File: src/rtl/reqid_map_pkg.sv
package reqid_map_pkg;
  localparam int SLOT_SPACE = 64;
  localparam int IDX_W      = $clog2(SLOT_SPACE);
  localparam int RID_W      = 16;
  localparam int SID_W      = 15;

  // bit 31 valid, 30:16 stream ID, 15:0 requester ID (bus/dev/fn)
  typedef struct packed {
    logic             vld;
    logic [SID_W-1:0] sid;
    logic [RID_W-1:0] rid;
  } map_slot_t;
endpackage

File: src/rtl/map_slot_store.sv
module map_slot_store
  import reqid_map_pkg::*;
#(
  parameter int ENTRIES = 16
) (
  input  logic                     clk,
  input  logic                     rst_n,
  input  logic                     wr_en,
  input  logic                     rd_en,
  input  logic [IDX_W-1:0]         idx,
  input  map_slot_t                wdata,
  output map_slot_t                rdata,
  output logic                     rvalid,
  output map_slot_t [ENTRIES-1:0]  slots
);
  localparam logic [IDX_W:0] DEPTH = (IDX_W+1)'(ENTRIES);

  logic      beyond;
  map_slot_t rd_word;
  map_slot_t rdata_q;
  logic      rvalid_q;

  assign beyond = ({1'b0, idx} >= DEPTH);

  for (genvar i = 0; i < ENTRIES; i++) begin : g_slot
    logic      sel;
    map_slot_t nxt;
    map_slot_t q;
    assign sel = wr_en && (idx == IDX_W'(i));
    always_comb begin
      nxt = q;
      if (sel) nxt = wdata;
    end
    always_ff @(posedge clk or negedge rst_n) begin
      if (!rst_n)   q <= '0;
      else if (sel) q <= nxt;
    end
    assign slots[i] = q;
  end

  always_comb begin
    rd_word = '0;
    for (int i = 0; i < ENTRIES; i++)
      if (idx == IDX_W'(i)) rd_word = slots[i];
  end

  always_ff @(posedge clk or negedge rst_n) begin
    if (!rst_n) begin
      rdata_q  <= '0;
      rvalid_q <= 1'b0;
    end else begin
      rvalid_q <= rd_en;
      if (rd_en) rdata_q <= rd_word;
    end
  end

  assign rdata  = rdata_q;
  assign rvalid = rvalid_q;

  a_r2_read_answers: assert property (@(posedge clk) disable iff (!rst_n)
    rd_en |=> rvalid);
  a_r3_beyond_reads_zero: assert property (@(posedge clk) disable iff (!rst_n)
    (rd_en && beyond) |=> (rdata == '0));
endmodule

File: src/rtl/map_match_unit.sv
module map_match_unit
  import reqid_map_pkg::*;
#(
  parameter int ENTRIES = 16
) (
  input  logic                     clk,
  input  logic                     rst_n,
  input  map_slot_t [ENTRIES-1:0]  slots,
  input  logic [RID_W-1:0]         rid,
  output logic                     hit,
  output logic [SID_W-1:0]         sid
);
  logic [ENTRIES-1:0] match;
  logic [ENTRIES-1:0] winner;
  logic [ENTRIES:0]   seen;

  assign seen[0] = 1'b0;

  for (genvar i = 0; i < ENTRIES; i++) begin : g_cmp
    assign match[i]   = slots[i].vld && (slots[i].rid == rid);
    assign winner[i]  = match[i] && !seen[i];
    assign seen[i+1]  = seen[i] || match[i];
  end

  always_comb begin
    sid = '0;
    for (int i = 0; i < ENTRIES; i++)
      if (winner[i]) sid = sid | slots[i].sid;
  end

  assign hit = seen[ENTRIES];

  // the priority chain selects at most one slot
  a_r6_single_winner: assert property (@(posedge clk) disable iff (!rst_n)
    $onehot0(winner));
endmodule

File: src/rtl/map_result_stage.sv
module map_result_stage
  import reqid_map_pkg::*;
(
  input  logic             clk,
  input  logic             rst_n,
  input  logic             req,
  input  logic             hit_d,
  input  logic [SID_W-1:0] sid_d,
  output logic             valid,
  output logic             hit,
  output logic [SID_W-1:0] sid,
  output logic             miss_evt
);
  logic             valid_n, hit_n, miss_n;
  logic [SID_W-1:0] sid_n;
  logic             valid_q, hit_q, miss_q;
  logic [SID_W-1:0] sid_q;

  always_comb begin
    valid_n = req;
    hit_n   = req && hit_d;
    sid_n   = (req && hit_d) ? sid_d : '0;
    miss_n  = req && !hit_d;
  end

  always_ff @(posedge clk or negedge rst_n) begin
    if (!rst_n) begin
      valid_q <= 1'b0;
      hit_q   <= 1'b0;
      sid_q   <= '0;
      miss_q  <= 1'b0;
    end else begin
      valid_q <= valid_n;
      hit_q   <= hit_n;
      sid_q   <= sid_n;
      miss_q  <= miss_n;
    end
  end

  assign valid    = valid_q;
  assign hit      = hit_q;
  assign sid      = sid_q;
  assign miss_evt = miss_q;

  a_r5_result_follows_req: assert property (@(posedge clk) disable iff (!rst_n)
    req |=> valid);
endmodule

File: src/rtl/reqid_stream_map.sv
module reqid_stream_map
  import reqid_map_pkg::*;
#(
  parameter int ENTRIES = 16
) (
  input  logic        clk,
  input  logic        rst_n,
  input  logic        cfg_wr,
  input  logic        cfg_rd,
  input  logic [5:0]  cfg_idx,
  input  logic [31:0] cfg_wdata,
  output logic [31:0] cfg_rdata,
  output logic        cfg_rvalid,
  input  logic        lk_req,
  input  logic [15:0] lk_rid,
  output logic        lk_valid,
  output logic        lk_hit,
  output logic [14:0] lk_sid,
  output logic        lk_miss_evt
);
  map_slot_t [ENTRIES-1:0] slots;
  map_slot_t               rd_word;
  logic                    hit_d;
  logic [SID_W-1:0]        sid_d;

  map_slot_store #(.ENTRIES(ENTRIES)) u_store (
    .clk    (clk),
    .rst_n  (rst_n),
    .wr_en  (cfg_wr),
    .rd_en  (cfg_rd),
    .idx    (cfg_idx),
    .wdata  (map_slot_t'(cfg_wdata)),
    .rdata  (rd_word),
    .rvalid (cfg_rvalid),
    .slots  (slots)
  );

  map_match_unit #(.ENTRIES(ENTRIES)) u_match (
    .clk   (clk),
    .rst_n (rst_n),
    .slots (slots),
    .rid   (lk_rid),
    .hit   (hit_d),
    .sid   (sid_d)
  );

  map_result_stage u_result (
    .clk      (clk),
    .rst_n    (rst_n),
    .req      (lk_req),
    .hit_d    (hit_d),
    .sid_d    (sid_d),
    .valid    (lk_valid),
    .hit      (lk_hit),
    .sid      (lk_sid),
    .miss_evt (lk_miss_evt)
  );

  assign cfg_rdata = 32'(rd_word);

  a_r7_event_only_on_miss: assert property (@(posedge clk) disable iff (!rst_n)
    lk_miss_evt |-> (lk_valid && !lk_hit));
  a_r7_miss_raises_event: assert property (@(posedge clk) disable iff (!rst_n)
    (lk_valid && !lk_hit) |-> lk_miss_evt);
  a_r5_miss_sid_zero: assert property (@(posedge clk) disable iff (!rst_n)
    !lk_hit |-> (lk_sid == '0));
endmodule

File: config.mk
export PLATFORM = sky130hd
export DESIGN_NAME = reqid_stream_map
export DESIGN_NICKNAME = d
export VERILOG_FILES = /design/src/rtl/reqid_map_pkg.sv /design/src/rtl/map_slot_store.sv /design/src/rtl/map_match_unit.sv /design/src/rtl/map_result_stage.sv /design/src/rtl/reqid_stream_map.sv
export SDC_FILE = /design/constraint.sdc
export NUM_CORES = 1
export LEC_CHECK = 0
export BUFFER_PORTS_ARGS = -buffer_cell sky130_fd_sc_hd__buf_4
export CAP_MARGIN = 20
export CORE_MARGIN = 1.5
export CORE_UTILIZATION = 40
export DETAILED_ROUTE_END_ITERATION = 10
export GPL_ROUTABILITY_DRIVEN = 1
export SLEW_MARGIN = 20
export SYNTH_ARGS = -nofsm -noshare
export SYNTH_HDL_FRONTEND = slang
export SYNTH_SLANG_ARGS = --single-unit
File: constraint.sdc
create_clock -name clk -period 7 [get_ports clk]
set_input_delay 0.35 -clock clk [delete_from_list [all_inputs] [get_ports clk]]
set_output_delay 0.35 -clock clk [all_outputs]
set_load 0.02 [all_outputs]
==> results of run 1 <==
layer usage:
layer / GRT usage / vias to the layer above
met4: 0.123 / 2
met2: 0.456 / 1115
li1: - / 9478
met5: 0 / -
met3: 0.0387 / 227
met1: 0.376 / 11900
layout make-up:
type                            instances  share of cell area
Clock buffer                           84              0.0534
Multi-Input combinational cell       1703               0.428
Antenna cell                            1           0.0000758
Sequential cell                       563               0.427
Tap cell                              959              0.0363
Inverter                               67             0.00761
Clock inverter                         19             0.00784
Timing Repair Buffer                  170              0.0398
per-stage QoR:
step / setup WS [ps] / cells / total power, uW / cell area, um^2 / util
after floorplan: 4390 / 2555 / 4750 / 29700 / -
after global placement: 2800 / 3460 / 5190 / 31000 / 0.423
after detailed placement: 2680 / 3460 / 5230 / 31000 / 0.423
after CTS: 2910 / 3565 / 8550 / 33000 / 0.451
after global routing: 2620 / 3565 / 8820 / 33000 / 0.451
final: 2780 / 3566 / 8520 / 33000 / 0.451
registers in the layout (all words and copies together) (netlist names):
register and flops:
u_store.slots 512, u_result.miss_evt 1, u_store.rvalid 1, u_result.valid 1, u_result.sid 15, u_result.hit 1
u_store.rdata 32
worst min path at each step:
stage / to / depth (start not counted)
CTS: u_store.rvalid$_DFF_PN0_ / 1
floorplan: u_result.hit$_DFF_PN0_ / 0
detailed placement: u_store.slots[56]$_DFFE_PN0P_ / 1
global route: u_store.rvalid$_DFF_PN0_ / 1
global placement: u_store.slots[56]$_DFFE_PN0P_ / 1
finish: u_store.rvalid$_DFF_PN0_ / 1
power by group through the flow:
stage	combinational, uW	clock [uW]	sequential [uW]
after global routing	1210	3500	4110
after floorplan	762	0	3990
after detailed placement	1110	0	4120
after CTS	1120	3370	4060
final	1120	3330	4080
after global placement	1090	0	4100
cell usage in the layout, fill, tap and decap left out, types with 11 or more instances in the layout:
cell type,netlist,final
a222oi_1,15,15
nor4_1,25,25
buf_4,0,165
clkinv_2,0,11
a221o_1,12,12
or3_1,23,23
nand4_1,44,44
xor2_1,60,60
inv_1,67,67
o22ai_1,33,33
o21ai_0,76,76
nand2_1,103,102
nand3_1,72,72
dfrtp_1,563,563
a21oi_1,42,42
o2bb2ai_1,35,35
xnor2_1,196,196
clkbuf_8,0,13
a41oi_1,16,16
a22oi_1,88,88
o41a_1,15,15
a221oi_1,55,55
mux2_2,512,512
nor2_1,89,79
o221ai_1,42,42
nor3_1,25,24
nor2_2,5,15
clkbuf_16,0,62
cells by family (layout without fill, tap and decap cells):
family / Yosys count / after routing
mux: 514 / 514
simple gates: 429 / 429
xor+xnor: 256 / 256
other cells: 0 / 1
compound gates: 504 / 504
flops: 563 / 563
buf+inv: 289 / 340
worst register-to-register path, delay by kind of cell, from the launching register on:
family	cells	cell delay [ps]
AND/OR/NAND/NOR	3	2050
AO/OA/AOI/OAI	3	1290
XOR/XNOR	1	380
flip-flops	1	420
what timing repair did:
item,4_1_cts,5_1_grt
hold buffers,2,0
setup buffers,0,0
hold endpoints to repair,91,0
==> summary.md, run 1 <==
| Metric | Value |
|---|---|
| Top-area cell type share of the netlist area | 0.474 |
| Worst endpoint required time | about 7600 ps |
| Combinational power share | 0.131 |
| FFs w/ async S/R, synth | 1.00 |
| Delay-heaviest family, CP | simple AND/OR/NAND/NOR gates |
| Worst setup SP type | register |
| Worst skew pair latency | 650 ps |
| Crit path to | u_result.sid[11]$_DFF_PN0_ |
| Switch share | 0.276 |
| Antenna violations before repair | 3 |
| First-pass GRT wire length | 157,000 um |
| Crit end category | register |
| Vias in the first global route | 22,700 |
| Synth Area in Compound Gates | 0.131 |
| Mapped Cells | 2,555 |
| Yosys warning total | 0 |
| Max Fanout on Critical Path | 19 |
| Max Root-Sink Buffers | 3 |
| Distinct cell type count after synthesis | 70 |
| Reg-to-Reg Start | u_store.slots[142]$_DFFE_PN0P_ |
| Port-buffer cells | 109 |
| Most frequent cell after synthesis | dfrtp_1 |
| DRT antenna net count | 0 |
| PwrDens | approximately 260 nW/um^2 |
| R2R Setup Slk | 2780 ps |
| TritonCTS clock tree | yes |
| Dominant cell type by area after synthesis | dfrtp_1 |
| CP Cell Sequence | xnor2_1 -> and2_1 -> a22oi_1 -> nand4_2 -> or2_1 -> o21a_1 -> o41a_1 |
| Dpl hpwl | 74,000 um |
| GRT overflow | 0 |
| Main combinational cell family by area after synthesis | multiplexers |
| Post-cts gate resize count | 0 |
| Syn Area/Cell | 11.6 um^2 |
| Worst Tran Pin Value | 1120 ps |
| Via count | 22,700 |
| CP Depth | 7 |
| DR WL/cell | 30.2 um |
| Synth area leaders | dfrtp_1 47%, mux2_2 19%, xnor2_1 5.8% |
| Hold Startpoint | cfg_rd |
| Share of post-route cells with drive strength above 1 | 0.314 |
| Post-synth net total | about 2,600 |
| Synth Area in Adders | 0 |
| Netlist Area Pre-Place | 29,700 um^2 |
| Top FF cell, synth | dfrtp_1 |
| GRT Util Overall | 0.281 |
| Final hold slack | 107 ps |
| Fraction of synthesized area in multiplexers | 0.195 |
| Pint | 6170 uW |
| Final setup fails | 0 |
| Share of the yosys chip area belonging to registers | 0.474 |
| M1 WL | 44,400 um |
| Drt drc | 0 |
| Crit path time final | about 4200 ps |
| Clock skew | 31.8 ps |
| Run status | finished clean |
| #FFs+latches synth | 563 |
| FP Rows | 99 |
| FILL cells | 6,751 |
| Die ar. | 75,900 um^2 |
| Seq. cell area | 14,100 um^2 |
| Htree depth | 2 |
| Switch Pwr | 2350 uW |
| Post-Synth Simple-Gate Area | 0.0738 |
| Maxcap violations | 0 |
| Core area | 73,200 um^2 |
| Fmax | between 200 and 250 MHz |
| Reg2Reg Capture Point | u_result.sid[11]$_DFF_PN0_ |
| Hold Fails Final Rpt | 0 |
| Initial core utilization | 0.406 |
| Die Height | 276 um |
| Boundary pin count | 110 |
| Clock power share | 0.390 |
| Fin Setup TNS | 0 ps |
| RSZ-0062 raised after global routing | no |
| Leak | 0.0145 uW |
| Top Metal Used | met5 |
| Die W | between 200 and 300 um |
| CTS Sinks | ~560 |
| Routability cong. | 0.967 |
| Crit share post-route | 0.602 |
| Average vias per placed instance | 6.36 |
| Met2 wire len | 51,100 um |
| FF-to-FF path depth | 7 |
| Post-synth top cells | 563 x dfrtp_1, 512 x mux2_2, 196 x xnor2_1 |
| CP max stage delay | 780 ps |
| Slowest CP cell | or2_1 |
| Final net count | approximately 2,600 |
| CTS buffer count | 60 |
| Setup Crit Path Kind | reg2reg |
| Largest net degree at the start of global routing | 156 |
| Area of the multi-input gates | 14,200 um^2 |
| Final wirelength | about 110,000 um |
| Worst EP arrival | 4780 ps |
| Max VDD drop | 203 uV |
| Worst Hold Class | in2reg |
| Met3 WL post-DR | 7150 um |
| CTS root buf | clkbuf_16 |
| Crit path buffers/inverters | 0 |
| Pre-Repair DR Iteration Count | 8 |
| Area grow syn2layout | 11.2% |
| Reg power frac | 0.478 |
| Slew HR | 0.245 |
| Synth Area in XOR/XNOR | 0.0755 |
| Number of enable flip-flop cells after synthesis | 0 |
| Clock Pin Slew Worst Setup and Hold Paths | roughly 60 ps |
| Max-slew violation count | 0 |
| Initial drt markers | 2,408 |
| CP startpoint | u_store.slots[142]$_DFFE_PN0P_ |
(Power assumes the default switching activity.)
==> run 2, diff against run 1 <==
--- a/config.mk
+++ b/config.mk
@@ -5,6 +5,7 @@
 export SDC_FILE = /design/constraint.sdc
 export NUM_CORES = 1
 export LEC_CHECK = 0
+export ABC_AREA = 1
 export BUFFER_PORTS_ARGS = -buffer_cell sky130_fd_sc_hd__buf_4
 export CAP_MARGIN = 20
 export CORE_MARGIN = 1.5
==> constraint.sdc (replaced) <==
create_clock -name clk -period 4.25 [get_ports clk]
set_input_delay 0.2125 -clock clk [delete_from_list [all_inputs] [get_ports clk]]
set_output_delay 0.2125 -clock clk [all_outputs]
set_load 0.02 [all_outputs]
==> run 2 against run 1 <==
Sequential share of layout area down 0.12 points; via count up 21%; clock skew up 3.9 ps; combinational power up 48%; total power up 62%; global-route usage down 0.86 points; hold slack better by 17 ps; cell count up 37%; wire length down 4.6%; clock power up 64%; area after synthesis down 0.73%; highest routed layer is now met4.
==> summary.md, run 2 <==
| Metric | Value |
|---|---|
| Max VDD drop | between 300 and 400 uV |
| RSZ-0062 raised after global routing | no |
| Post-synth net total | 3,966 |
| Drt drc | 0 |
| DRT antenna net count | 0 |
| Clock skew | 35.7 ps |
| Die ar. | 75,400 um^2 |
| Largest net degree at the start of global routing | 104 |
| Dpl hpwl | 72,300 um |
| Clock Pin Slew Worst Setup and Hold Paths | around 60 ps |
| GRT overflow | 0 |
| Worst Tran Pin Value | 1030 ps |
| Commonest non-fill, non-tap cell in the layout | nand2_1 |
| Share of post-route cells with drive strength above 1 | 0.0931 |
| Dominant cell type by area after synthesis | dfrtp_1 |
| Fmax | between 200 and 300 MHz |
| Crit path time final | 3600 ps |
| Antenna violations before repair | 3 |
| Post-synth top cells | 1,163 x nand2_1, 626 x o21ai_0, 563 x dfrtp_1 |
| Core area | ~73,000 um^2 |
| Final wirelength | 103,000 um |
| Crit share post-route | 0.846 |
| Hold-fix buffers, CTS | 3 |
| Leak | between 0.015 and 0.02 uW |
| Area grow syn2layout | 12.3% |
| Max Root-Sink Buffers | 3 |
| Commonest non-fill, non-tap cells in the layout | 1,147 x nand2_1, 626 x o21ai_0, 563 x dfrtp_1 |
| Yosys warning total | 0 |
| Hold Fails Final Rpt | 0 |
| Number of enable flip-flop cells after synthesis | 0 |
| Initial drt markers | approximately 3,100 |
| Vias in the first global route | 25,700 |
| Distinct cell type count after synthesis | 51 |
| Syn Area/Cell | around 7.5 um^2 |
| CTS buffer count | 60 |
| Worst EP arrival | 4160 ps |
| CTS root buf | clkbuf_16 |
| FILL cells | 7,342 |
| Initial core utilization | 0.404 |
| Worst setup SP type | register |
| Worst skew pair latency | 650 ps |
| Port-buffer cells | 109 |
| Worst endpoint required time | 4820 ps |
| Setup Crit Path Kind | reg2reg |
| Run status | finished clean |
| CTS Sinks | roughly 560 |
| Average vias per placed instance | 5.62 |
| Post-Place Setup Slack | 454 ps |
| Final setup fails | 0 |
| TritonCTS clock tree | yes |
| Post-cts gate resize count | 0 |
| Post-CTS Setup Bufs | 0 |
| PwrDens | around 420 nW/um^2 |
| Max FFs per register | 512 |
| Top-area cell type share of the netlist area | 0.478 |
| Worst Hold Class | in2async |
| Routability cong. | about 0.99 |
| Fin Setup TNS | 0 ps |
| Boundary pin count | 110 |
| Final net count | 3,942 |
| Die Height | approximately 270 um |
| Max Fanout on Critical Path | 32 |
| Mapped Cells | 3,907 |
| First-pass GRT wire length | around 160,000 um |
| FFs w/ async S/R, synth | 1.00 |
| Netlist Area Pre-Place | approximately 29,000 um^2 |
| Crit end category | register |
| Most frequent cell after synthesis | nand2_1 |
| Slew HR | 0.311 |
| Via count | 27,500 |
| #FFs+latches synth | 563 |
| DR WL/cell | 21.0 um |
| Synth area leaders | dfrtp_1 48%, nand2_1 15%, o21ai_0 11% |
| Maxcap violations | 0 |
| Max-slew violation count | 0 |
| Top FF cell, synth | dfrtp_1 |
| Htree depth | 2 |
| Die W | about 270 um |
| FP Rows | 99 |
| Pre-Repair DR Iteration Count | 6 |
| Fin worst setup slack | 654 ps |
| Share of the yosys chip area belonging to registers | 0.478 |
| GRT Util Overall | 0.273 |
-- run 2: changes by cell type in the layout (fill, tap and decap cells not counted), moves of 30 or more --
| cell | change |
|---|---|
| o21ai_0 | +550 |
| o22ai_1 | +30 |
| xnor2_1 | -185 |
| mux2_2 | -512 |
| o221ai_1 | -41 |
| nand3_1 | +127 |
| a22oi_1 | -83 |
| inv_1 | +185 |
| nand2_1 | +1045 |
| nor2_1 | +217 |
| nand4_1 | +111 |
| o2bb2ai_1 | -35 |
-- run 2: worst paths after layout --
kind                                          startpoint                       endpoint  slack [ps]  cells past startpoint
setup / recovery           u_store.slots[12]$_DFFE_PN0P_     u_result.sid[11]$_DFF_PN0_         650                     19
hold / removal                                     rst_n  u_store.rdata[14]$_DFFE_PN0P_         120                      2
setup reg to reg           u_store.slots[12]$_DFFE_PN0P_     u_result.sid[11]$_DFF_PN0_         650                     19
hold reg to reg             u_store.rdata[7]$_DFFE_PN0P_   u_store.rdata[7]$_DFFE_PN0P_         480                      2
max in group asynchronous                          rst_n  u_store.slots[90]$_DFFE_PN0P_        2970                      3
min in group clk                           cfg_wdata[11]  u_store.slots[75]$_DFFE_PN0P_         140                      3
-- run 2: per-layer routing --
layer  share of wire  global-route usage
met1            0.45               0.400
met3           0.077              0.0381
met2            0.45               0.417
met4           0.027              0.0814
met5               0                   0
-- run 2: cells by family (layout without fill, tap and decap cells) --
kind of cell / Yosys count / after routing / share of synthesized area
simple gates: 1911 / 1911 / 0.277
compound gates: 842 / 842 / 0.154
flops: 563 / 563 / 0.478
buf+inv: 529 / 553 / 0.0726
xor+xnor: 56 / 56 / 0.0166
mux: 6 / 6 / 0.00204
other cells: 0 / 1 / 0
-- run 2: power breakdown --
part	internal (uW)	switching [uW]	total, uW
clock network	3150	2310	5460
registers	6020	666	6680
logic	599	1060	1660
total	9770	4030	13800
-- run 2: cell type report --
cell class	instances	area, um^2	share of cell area
inverter	272	1030	0.0310
antenna	1	2.50	0.0000755
clock buffer	84	1700	0.0514
multi-input combinational	2815	13400	0.403
clock inverter	26	315	0.00952
sequential	563	14100	0.425
tap	959	1200	0.0362
timing repair buffer	171	1430	0.0431
-- run 2: per-stage QoR --
step                      cells  instance area, um^2  utilization  hold WS (ps)  total power, uW
after global routing       4891                33100        0.454           180            14400
after floorplan            3907                29500            -         -83.1             7610
after global placement     4775                31000        0.425           261             8350
after CTS                  4888                33000        0.453           126            13800
after detailed placement   4775                31000        0.425           251             8390
final                      4891                33100        0.454           124            13800
-- run 2: critical path: stages (launching register included) --
cell     delay, ps
dfrtp_1        430
inv_1          130
nand2_1         60
nand2_1         70
nor2_1          40
nand2_1         90
nor2_4         120
nand3_4        140
nand3_2        110
nor2_4         580
nand3_2        180
nor2_4         240
nand4_2        160
nor2_4         390
nand3_4        290
nor2_1         160
nor2_1          70
nand3_1         60
nor2_1          40
nor2_1         110
